### src/rtl/mthd_pkg.sv
package mthd_pkg;

  localparam int METH_W = 13;
  localparam int SUB_W  = 3;
  localparam int CNT_W  = 13;
  localparam int MODE_W = 3;
  localparam int WORD_W = 32;
  localparam int NUM_ENG = 4;
  localparam int ENG_W  = $clog2(NUM_ENG);

  // mode codes
  localparam logic [MODE_W-1:0] MD_STEP_A  = 3'd0;
  localparam logic [MODE_W-1:0] MD_STEP_B  = 3'd1;
  localparam logic [MODE_W-1:0] MD_FIXED_A = 3'd2;
  localparam logic [MODE_W-1:0] MD_FIXED_B = 3'd3;
  localparam logic [MODE_W-1:0] MD_INLINE  = 3'd4;
  localparam logic [MODE_W-1:0] MD_ONCE    = 3'd5;

  // engine slots
  localparam logic [ENG_W-1:0] SLOT_2D  = 2'd0;
  localparam logic [ENG_W-1:0] SLOT_3D  = 2'd1;
  localparam logic [ENG_W-1:0] SLOT_CMP = 2'd2;
  localparam logic [ENG_W-1:0] SLOT_DMA = 2'd3;

  typedef struct packed {
    logic [MODE_W-1:0] mode;
    logic [CNT_W-1:0]  count;
    logic [SUB_W-1:0]  subch;
    logic [METH_W-1:0] method;
  } hdr_t;

  typedef struct packed {
    logic              vld;
    logic [METH_W-1:0] method;
    logic [SUB_W-1:0]  subch;
    logic [WORD_W-1:0] value;
    logic [CNT_W-1:0]  remain;
  } txn_t;

  // true for the modes that are followed by argument words
  function automatic logic mode_has_args(input logic [MODE_W-1:0] m);
    return (m == MD_STEP_A) || (m == MD_STEP_B) ||
           (m == MD_FIXED_A) || (m == MD_FIXED_B) || (m == MD_ONCE);
  endfunction

  // method address used for argument number idx
  function automatic logic [METH_W-1:0] step_method(
      input logic [MODE_W-1:0] m,
      input logic [METH_W-1:0] base,
      input logic [CNT_W-1:0]  idx);
    logic [METH_W-1:0] r;
    case (m)
      MD_STEP_A, MD_STEP_B: r = base + idx;
      MD_ONCE:              r = (idx == '0) ? base : base + 13'd1;
      default:              r = base;
    endcase
    return r;
  endfunction

  // arguments still to follow after argument idx
  function automatic logic [CNT_W-1:0] remain_of(
      input logic [CNT_W-1:0] cnt,
      input logic [CNT_W-1:0] idx);
    return cnt - idx - 13'd1;
  endfunction

endpackage

### src/rtl/mthd_hdr_parser.sv
module mthd_hdr_parser
  import mthd_pkg::*;
(
  input  logic              clk,
  input  logic              rst_n,
  input  logic              word_valid,
  input  logic [WORD_W-1:0] word_data,
  output txn_t              txn,
  output logic              busy,
  output logic              evt_err_mode
);

  hdr_t              hdr;
  logic              busy_q, busy_n;
  logic [MODE_W-1:0] mode_q, mode_n;
  logic [CNT_W-1:0]  cnt_q, cnt_n;
  logic [SUB_W-1:0]  sub_q, sub_n;
  logic [METH_W-1:0] base_q, base_n;
  logic [CNT_W-1:0]  idx_q, idx_n;

  assign hdr  = hdr_t'(word_data);
  assign busy = busy_q;

  always_comb begin
    txn          = '0;
    evt_err_mode = 1'b0;
    busy_n = busy_q;
    mode_n = mode_q;
    cnt_n  = cnt_q;
    sub_n  = sub_q;
    base_n = base_q;
    idx_n  = idx_q;
    if (word_valid) begin
      if (!busy_q) begin
        if (hdr.mode == MD_INLINE) begin
          txn.vld    = 1'b1;
          txn.method = hdr.method;
          txn.subch  = hdr.subch;
          txn.value  = {{(WORD_W-CNT_W){1'b0}}, hdr.count};
          txn.remain = '0;
        end else if (mode_has_args(hdr.mode)) begin
          if (hdr.count != '0) begin
            busy_n = 1'b1;
            mode_n = hdr.mode;
            cnt_n  = hdr.count;
            sub_n  = hdr.subch;
            base_n = hdr.method;
            idx_n  = '0;
          end
        end else begin
          evt_err_mode = 1'b1;
        end
      end else begin
        txn.vld    = 1'b1;
        txn.method = step_method(mode_q, base_q, idx_q);
        txn.subch  = sub_q;
        txn.value  = word_data;
        txn.remain = remain_of(cnt_q, idx_q);
        idx_n      = idx_q + 13'd1;
        if (idx_q == cnt_q - 13'd1) busy_n = 1'b0;
      end
    end
  end

  always_ff @(posedge clk) begin
    if (!rst_n) begin
      busy_q <= 1'b0;
      mode_q <= '0;
      cnt_q  <= '0;
      sub_q  <= '0;
      base_q <= '0;
      idx_q  <= '0;
    end else begin
      busy_q <= busy_n;
      mode_q <= mode_n;
      cnt_q  <= cnt_n;
      sub_q  <= sub_n;
      base_q <= base_n;
      idx_q  <= idx_n;
    end
  end

endmodule

### src/rtl/mthd_bind_table.sv
module mthd_bind_table
  import mthd_pkg::*;
#(
  parameter int NUM_SUB = 8,
  parameter logic [NUM_ENG-1:0][WORD_W-1:0] ENG_IDS = '0
) (
  input  logic              clk,
  input  logic              rst_n,
  input  logic              wr_en,
  input  logic [SUB_W-1:0]  wr_sub,
  input  logic [WORD_W-1:0] wr_id,
  input  logic [SUB_W-1:0]  rd_sub,
  output logic              hit,
  output logic [ENG_W-1:0]  eng_sel
);

  logic [NUM_SUB-1:0] bound_q;
  logic [WORD_W-1:0]  id_q [NUM_SUB];
  logic               rd_bound;
  logic [WORD_W-1:0]  rd_id;
  logic [NUM_ENG-1:0] match;

  always_ff @(posedge clk) begin
    if (!rst_n) begin
      bound_q <= '0;
      for (int s = 0; s < NUM_SUB; s++) id_q[s] <= '0;
    end else if (wr_en) begin
      bound_q[wr_sub] <= 1'b1;
      id_q[wr_sub]    <= wr_id;
    end
  end

  assign rd_bound = bound_q[rd_sub];
  assign rd_id    = id_q[rd_sub];

  for (genvar e = 0; e < NUM_ENG; e++) begin : g_match
    assign match[e] = rd_bound && (rd_id == ENG_IDS[e]);
  end

  assign hit = |match;

  always_comb begin
    eng_sel = '0;
    for (int e = NUM_ENG - 1; e >= 0; e--) begin
      if (match[e]) eng_sel = ENG_W'(e);
    end
  end

endmodule

### src/rtl/mthd_router.sv
module mthd_router
  import mthd_pkg::*;
#(
  parameter int NUM_SUB = 8,
  parameter logic [NUM_ENG-1:0][WORD_W-1:0] ENG_IDS = '0,
  parameter logic [METH_W-1:0] BIND_METHOD = '0,
  parameter logic [METH_W-1:0] LOW_LIMIT = 13'h40
) (
  input  logic               clk,
  input  logic               rst_n,
  input  txn_t               txn,
  output logic [NUM_ENG-1:0] wr_valid,
  output logic [METH_W-1:0]  wr_method,
  output logic [WORD_W-1:0]  wr_data,
  output logic [CNT_W-1:0]   wr_remain,
  output logic               evt_bind,
  output logic               evt_drop,
  output logic               evt_fwd,
  output logic               evt_err_eng
);

  logic             is_eng;
  logic             hit;
  logic [ENG_W-1:0] eng_sel;

  assign evt_bind = txn.vld && (txn.method == BIND_METHOD);
  assign evt_drop = txn.vld && !evt_bind && (txn.method < LOW_LIMIT);
  assign is_eng   = txn.vld && !evt_bind && !evt_drop;

  mthd_bind_table #(
    .NUM_SUB (NUM_SUB),
    .ENG_IDS (ENG_IDS)
  ) u_table (
    .clk     (clk),
    .rst_n   (rst_n),
    .wr_en   (evt_bind),
    .wr_sub  (txn.subch),
    .wr_id   (txn.value),
    .rd_sub  (txn.subch),
    .hit     (hit),
    .eng_sel (eng_sel)
  );

  assign evt_fwd     = is_eng && hit;
  assign evt_err_eng = is_eng && !hit;

  always_ff @(posedge clk) begin
    if (!rst_n) begin
      wr_valid  <= '0;
      wr_method <= '0;
      wr_data   <= '0;
      wr_remain <= '0;
    end else begin
      wr_valid <= evt_fwd ? (NUM_ENG'(1) << eng_sel) : '0;
      if (evt_fwd) begin
        wr_method <= txn.method;
        wr_data   <= txn.value;
        wr_remain <= txn.remain;
      end
    end
  end

endmodule

### src/rtl/mthd_dispatch.sv
module mthd_dispatch
  import mthd_pkg::*;
#(
  parameter logic [31:0] ID_2D  = 32'h0000_0021,
  parameter logic [31:0] ID_3D  = 32'h0000_0031,
  parameter logic [31:0] ID_CMP = 32'h0000_0041,
  parameter logic [31:0] ID_DMA = 32'h0000_0051,
  parameter logic [12:0] BIND_METHOD = 13'h000,
  parameter logic [12:0] LOW_LIMIT   = 13'h040
) (
  input  logic        clk,
  input  logic        rst_n,
  input  logic        cmd_valid,
  input  logic [31:0] cmd_word,
  output logic        eng2d_wr,
  output logic        eng3d_wr,
  output logic        engcmp_wr,
  output logic        engdma_wr,
  output logic [12:0] wr_method,
  output logic [31:0] wr_data,
  output logic [12:0] eng3d_remain,
  output logic        decode_err
);

  localparam int NUM_SUB = 2 ** SUB_W;
  localparam logic [NUM_ENG-1:0][WORD_W-1:0] ENG_IDS = {ID_DMA, ID_CMP, ID_3D, ID_2D};

  txn_t               txn;
  logic               busy;
  logic               evt_err_mode;
  logic               evt_bind, evt_drop, evt_fwd, evt_err_eng;
  logic [NUM_ENG-1:0] wr_valid;
  logic               err_q;

  mthd_hdr_parser u_parser (
    .clk          (clk),
    .rst_n        (rst_n),
    .word_valid   (cmd_valid),
    .word_data    (cmd_word),
    .txn          (txn),
    .busy         (busy),
    .evt_err_mode (evt_err_mode)
  );

  mthd_router #(
    .NUM_SUB     (NUM_SUB),
    .ENG_IDS     (ENG_IDS),
    .BIND_METHOD (BIND_METHOD),
    .LOW_LIMIT   (LOW_LIMIT)
  ) u_router (
    .clk         (clk),
    .rst_n       (rst_n),
    .txn         (txn),
    .wr_valid    (wr_valid),
    .wr_method   (wr_method),
    .wr_data     (wr_data),
    .wr_remain   (eng3d_remain),
    .evt_bind    (evt_bind),
    .evt_drop    (evt_drop),
    .evt_fwd     (evt_fwd),
    .evt_err_eng (evt_err_eng)
  );

  always_ff @(posedge clk) begin
    if (!rst_n) err_q <= 1'b0;
    else if (evt_err_mode || evt_err_eng) err_q <= 1'b1;
  end

  assign eng2d_wr   = wr_valid[SLOT_2D];
  assign eng3d_wr   = wr_valid[SLOT_3D];
  assign engcmp_wr  = wr_valid[SLOT_CMP];
  assign engdma_wr  = wr_valid[SLOT_DMA];
  assign decode_err = err_q;

endmodule

### config.mk
export PLATFORM = sky130hd
export DESIGN_NAME = mthd_dispatch
export DESIGN_NICKNAME = d
export VERILOG_FILES = /design/src/rtl/mthd_pkg.sv /design/src/rtl/mthd_hdr_parser.sv /design/src/rtl/mthd_bind_table.sv /design/src/rtl/mthd_router.sv /design/src/rtl/mthd_dispatch.sv
export SDC_FILE = /design/constraint.sdc
export NUM_CORES = 1
export LEC_CHECK = 0
export BUFFER_PORTS_ARGS = -buffer_cell sky130_fd_sc_hd__buf_2
export CAP_MARGIN = 10
export CELL_PAD_IN_SITES_DETAIL_PLACEMENT = 0
export CELL_PAD_IN_SITES_GLOBAL_PLACEMENT = 1
export CORE_MARGIN = 4
export CORE_UTILIZATION = 53
export CTS_CLUSTER_SIZE = 28
export DETAILED_ROUTE_END_ITERATION = 6
export PLACE_DENSITY_LB_ADDON = 0.1
export SLEW_MARGIN = 0
export SYNTH_ARGS = -nofsm -noshare
export SYNTH_HDL_FRONTEND = slang
export SYNTH_HIERARCHICAL = 1
export SYNTH_SLANG_ARGS = --single-unit
### constraint.sdc
create_clock -name clk -period 10.8 [get_ports clk]
set_input_delay 2.16 -clock clk [delete_from_list [all_inputs] [get_ports clk]]
set_output_delay 2.16 -clock clk [all_outputs]
set_load 0.05 [all_outputs]
==> impl_metrics.json, run 1 <==
{
  "place_area_sq_um": 18600,
  "io_pins": 98,
  "holdPathEnd": "u_router/wr_remain[6]$_SDFFE_PN0P_",
  "crit_type": "in -> reg",
  "synthCells": 1564,
  "timing.rr.end": "u_router/wr_valid[0]$_SDFF_PP0_",
  "fin_util_pct": 60.8,
  "final_common_cell": "and2_1",
  "cp_data_required_time_ps": 11230,
  "hp-start": "u_router/wr_remain[6]$_SDFFE_PN0P_",
  "clockRootBuffer": "clkbuf_16",
  "hold_violations": 0,
  "rows": 66,
  "skew_ps": 17.2,
  "peakVddDrop_uv": 141,
  "tritoncts": "built",
  "antenna_found_initial": 1,
  "nets": 1710,
  "area_growth_pct": 12.3,
  "drt_iter0_drc": 1002,
  "syn_nets": 1629,
  "setup_violations": 0,
  "setup-tns-final_ps": 0,
  "cts.path.max_buffers": 3,
  "die-area_sq_um": 36500,
  "cp.arrival_ps": 7370,
  "crit_fanout": 62,
  "post_cts_buffers": 0,
  "coreArea_sq_um": 32800,
  "drive_gt1_share_pct": 12.5,
  "power.density_nw_per_um2": 161,
  "grt_use_total_pct": 25.5,
  "clock.fmax_mhz": 144,
  "ctsResizeCount": 0,
  "die_w_microns": 191,
  "dr.pass1.iters": 6,
  "grt_pass1_vias": 12000,
  "ant_nets": 0,
  "cts_buffers": 40,
  "grt_max_degree": 91,
  "portBuffers": 97,
  "r2r_slack_ps": 5200,
  "gp_congestion": 0.926,
  "slew_viol_final": 0,
  "fin_area_sq_um": 19900,
  "worst_pin_slew_ps": 1120,
  "postSynthAreaPerCell_sq_um": 11.4,
  "yosysWarnings": 6,
  "crit_path_start_kind": "primary input",
  "worst_setup_path_end_kind": "register",
  "hpwl_microns": 31700,
  "reg2reg_from": "u_parser/busy$_SDFFE_PN0P_",
  "start_util_pct": 54.2,
  "clock_latency_ps": 540,
  "vias": 12200,
  "grt_first_pass_wirelength_microns": 71300,
  "final_cell_mix": "and2_1, edfxtp_1, nand2_1, dfxtp_1, buf_2",
  "drc": 0,
  "clk_pin_slew_ps": 60,
  "htree_levels": 2,
  "r2r_cells": 13,
  "holdWs_ps": 453,
  "hp-class": "reg -> reg",
  "timing.slew.headroom_pct": 25.6,
  "wl_per_cell_microns": 21.9,
  "rsz0062_at_grt": "no",
  "holdBufCountCts": 0,
  "leakagePower_uw": 0.00761,
  "drt_wl_total_microns": 46500,
  "gr-total-overflow": 0,
  "drv_cap": 0,
  "fin_crit_ps": 6940,
  "cts_sinks": 373,
  "fin_crit_sh_pct": 64.3,
  "die_height_microns": 191,
  "vias_per_cell": 5.76,
  "netlist_area_sq_um": 17800,
  "outcome": "finished clean",
  "hold_depth": 2
}
==> flip-flops by register name, indices dropped and copies added, names as in the netlist <==
register and flops:
u_router/u_table/id_q 256, u_router/wr_data 32, u_parser/base_q 13, u_parser/cnt_q 13, u_parser/idx_q 13, u_router/wr_method 13
u_router/wr_remain 13, u_router/u_table/bound_q 8, u_router/wr_valid 4, u_parser/mode_q 3, u_parser/sub_q 3, decode_err 1
u_parser/busy 1
==> worst max path at each step <==
stage / start / endpoint / slack [ps] / depth (start not counted)
after floorplan: cmd_valid / u_router/u_table/id_q[3][0]$_SDFFCE_PN0P_ / 4210 / 10
after detailed placement: cmd_valid / u_router/wr_valid[0]$_SDFF_PP0_ / 3480 / 12
after global routing: cmd_valid / u_router/wr_valid[0]$_SDFF_PP0_ / 3590 / 12
after CTS: cmd_valid / u_router/wr_valid[0]$_SDFF_PP0_ / 4000 / 12
after global placement: cmd_valid / u_router/wr_valid[0]$_SDFF_PP0_ / 3550 / 12
final: cmd_valid / u_router/wr_valid[0]$_SDFF_PP0_ / 3860 / 12
==> metrics by stage <==
| stage | power (uW) | setup slack (ps) | instances |
|---|---|---|---|
| after floorplan | 1760 | 4210 | 1564 |
| after global placement | 1840 | 3550 | 2045 |
| after detailed placement | 1840 | 3480 | 2045 |
| after CTS | 3230 | 4000 | 2119 |
| after global routing | 3320 | 3590 | 2119 |
| final | 3210 | 3860 | 2120 |
==> power by group <==
group	total, uW	internal (uW)	switching [uW]
sequential	1590	1570	24.1
clock	1390	839	553
combinational	222	75.2	147
total	3210	2480	725
==> layout make-up <==
type                            instances  area, sq um
Fill cell                            2760        12800
Sequential cell                       373        10000
Multi-Input combinational cell       1080         7200
Clock buffer                           54         1130
Timing Repair Buffer                  121          668
Tap cell                              442          553
Clock inverter                         20          238
Inverter                               29          109
Antenna cell                            1         2.50
==> per-layer routing <==
| metal | track usage (%) | share of wire, % |
|---|---|---|
| met4 | 10.2 | 4.3 |
| met3 | 4.24 | 5.2 |
| met5 | 0 | 0.028 |
| met1 | 32.6 | 42 |
| met2 | 43.6 | 49 |
==> worst max-delay path: stages <==
cell      delay [ps]
buf_2            350
and3_1           940
a22o_1           890
mux4_1           430
xnor2_1          140
a41oi_1          240
mux2i_1          110
a31oi_1          490
nand2_1          190
a21oi_4          130
buf_4            790
nor4bb_1         400
(Power assumes the default switching activity.)
==> run 2: changes to the inputs <==
Settings changed: ABC_AREA set to 1, CORE_UTILIZATION 53 to 42.
Clock period 10.8 ns to 5.85 ns, I/O delays scaled along.
==> run 2 against run 1 <==
Worst hold slack got worse by 10 ps. Sequential power grew 85%. Critical path type is now reg -> reg. Final cell count rose by 38%. Clock power is 86% higher. First-iteration DRC count is 33% higher.
==> impl_metrics.json, run 2 <==
{
  "worst_setup_path_end_kind": "register",
  "grt_use_total_pct": 23.7,
  "vias_per_cell": 5.12,
  "cp.arrival_ps": 5010,
  "tritoncts": "built",
  "outcome": "finished clean",
  "synthCells": 2221,
  "coreArea_sq_um": 43300,
  "grt_pass1_vias": 14500,
  "total_power_uw": 6060,
  "drv_cap": 0,
  "drc": 0,
  "clk_pin_slew_ps": 60,
  "hold_depth": 2,
  "syn_nets": 2286,
  "cts.path.max_buffers": 3,
  "nets": 2371,
  "worst_pin_slew_ps": 783,
  "hpwl_microns": 40000,
  "io_pins": 98,
  "hold_violations": 0,
  "diodes": 0,
  "hp-class": "reg -> reg",
  "setup-tns-final_ps": 0,
  "cts_buffers": 43,
  "r2r_cells": 23,
  "final_common_cell": "nor2_1",
  "die-area_sq_um": 47400,
  "clockRootBuffer": "clkbuf_16",
  "die_height_microns": 218,
  "rows": 76,
  "grt_first_pass_wirelength_microns": 85600,
  "largest_reg_flops": 256,
  "cts_sinks": 373,
  "top_register": "u_router/u_table/id_q",
  "vias": 15000,
  "fin_crit_sh_pct": 81.1,
  "ctsResizeCount": 0,
  "biggestRegsByFlops": "u_router/u_table/id_q (256), u_router/wr_data (32)",
  "postSynthAreaPerCell_sq_um": 8.31,
  "wl_per_cell_microns": 19.2,
  "post_cts_buffers": 0,
  "yosysWarnings": 6,
  "holdBufCountCts": 0,
  "netlist_area_sq_um": 18500,
  "drive_gt1_share_pct": 11.0,
  "die_w_microns": 218,
  "drt_wl_total_microns": 56200,
  "slew_viol_final": 0,
  "rsz0062_at_grt": "no",
  "peakVddDrop_uv": 202,
  "crit_path_start_kind": "register",
  "start_util_pct": 42.7,
  "htree_levels": 2,
  "final_cell_mix": "nor2_1, nand2_1, edfxtp_1, inv_1, nand3_1",
  "clock_latency_ps": 580,
  "ant_nets": 0,
  "skew_ps": 19.8,
  "power.density_nw_per_um2": 291,
  "cp_data_required_time_ps": 6120,
  "setup_violations": 0,
  "drt_iter0_drc": 1332,
  "antenna_found_initial": 0,
  "dr.pass1.iters": 6,
  "leakagePower_uw": 0.00832,
  "clock.fmax_mhz": 211,
  "crit_type": "reg -> reg",
  "timing.slew.headroom_pct": 47.7,
  "portBuffers": 97,
  "grt_max_degree": 60,
  "area_growth_pct": 12.9,
  "gr-total-overflow": 0,
  "crit_fanout": 19,
  "gp_congestion": 0.933,
  "fin_crit_ps": 4740
}
[run 2: worst max-delay path, cell delays in order, from the launching register on]
cell and delay, ps:
dfxtp_1 490, ha_1 330, inv_1 80, fa_1 390, inv_1 140, nand3_1 80, nand3_1 190, nand2_1 110
nand3_1 70, nand2_1 50, nand3_1 60, nand3_1 70, nand2_1 120, a21oi_1 180, nor2_2 190, inv_2 50
nor2_2 170, nand4_1 130, nor2_1 130, nand2_1 150, nor2_1 290, nand2_1 110, nand2_1 590, buf_12 250
[run 2: final cells by class]
cell class              instances  area (sq um)
clock buffers                  56          1150
clock inverters                22           193
fillers                      4283         22400
inverters                     253           953
multi-input cells            1503          6980
flip-flops and latches        373         10000
well taps                     585           732
repair buffers                132           788
[run 2: power breakdown]
group | switching [uW] | leakage (uW) | internal (uW)
Sequential | 46.9 | 0.00359 | 2900
Clock | 1090 | 0.000660 | 1490
Combinational | 383 | 0.00407 | 151
[run 2: worst paths after layout]
check                                                         startpoint                                          to  slack, ps
worst min-delay path            u_router/u_table/bound_q[0]$_SDFFE_PN0P_    u_router/u_table/bound_q[0]$_SDFFE_PN0P_        440
worst max-delay path                      u_parser/idx_q[0]$_SDFFE_PN0P_  u_router/u_table/id_q[7][25]$_SDFFCE_PN0P_       1110
worst min register to register  u_router/u_table/bound_q[0]$_SDFFE_PN0P_    u_router/u_table/bound_q[0]$_SDFFE_PN0P_        440
worst max register to register            u_parser/idx_q[0]$_SDFFE_PN0P_  u_router/u_table/id_q[7][25]$_SDFFCE_PN0P_       1110
[run 2: layer usage]
layer / up-vias / wire length (microns) / share of wire [%] / track usage [%]
met4: 0 / 1870 / 3.3 / 7.74
li1: 7327 / - / - / -
met3: 92 / 2980 / 5.3 / 4.03
met5: - / 0 / 0 / 0
met1: 7145 / 23500 / 42 / 30.5
met2: 401 / 27900 / 50 / 40.8
[run 2: metrics by stage]
step / setup WS [ps] / utilization, % / hold WS (ps) / cell area (sq um) / instances
4_1_cts: 1180 / 48.1 / 444 / 20800 / 2924
3_3_place_gp: 1160 / 45.0 / 433 / 19500 / 2846
2_1_floorplan: 1750 / - / 417 / 18500 / 2221
6_report: 1110 / 48.1 / 443 / 20800 / 2924
3_5_place_dp: 1160 / 45.0 / 434 / 19500 / 2846
5_1_grt: 801 / 48.1 / 471 / 20800 / 2924
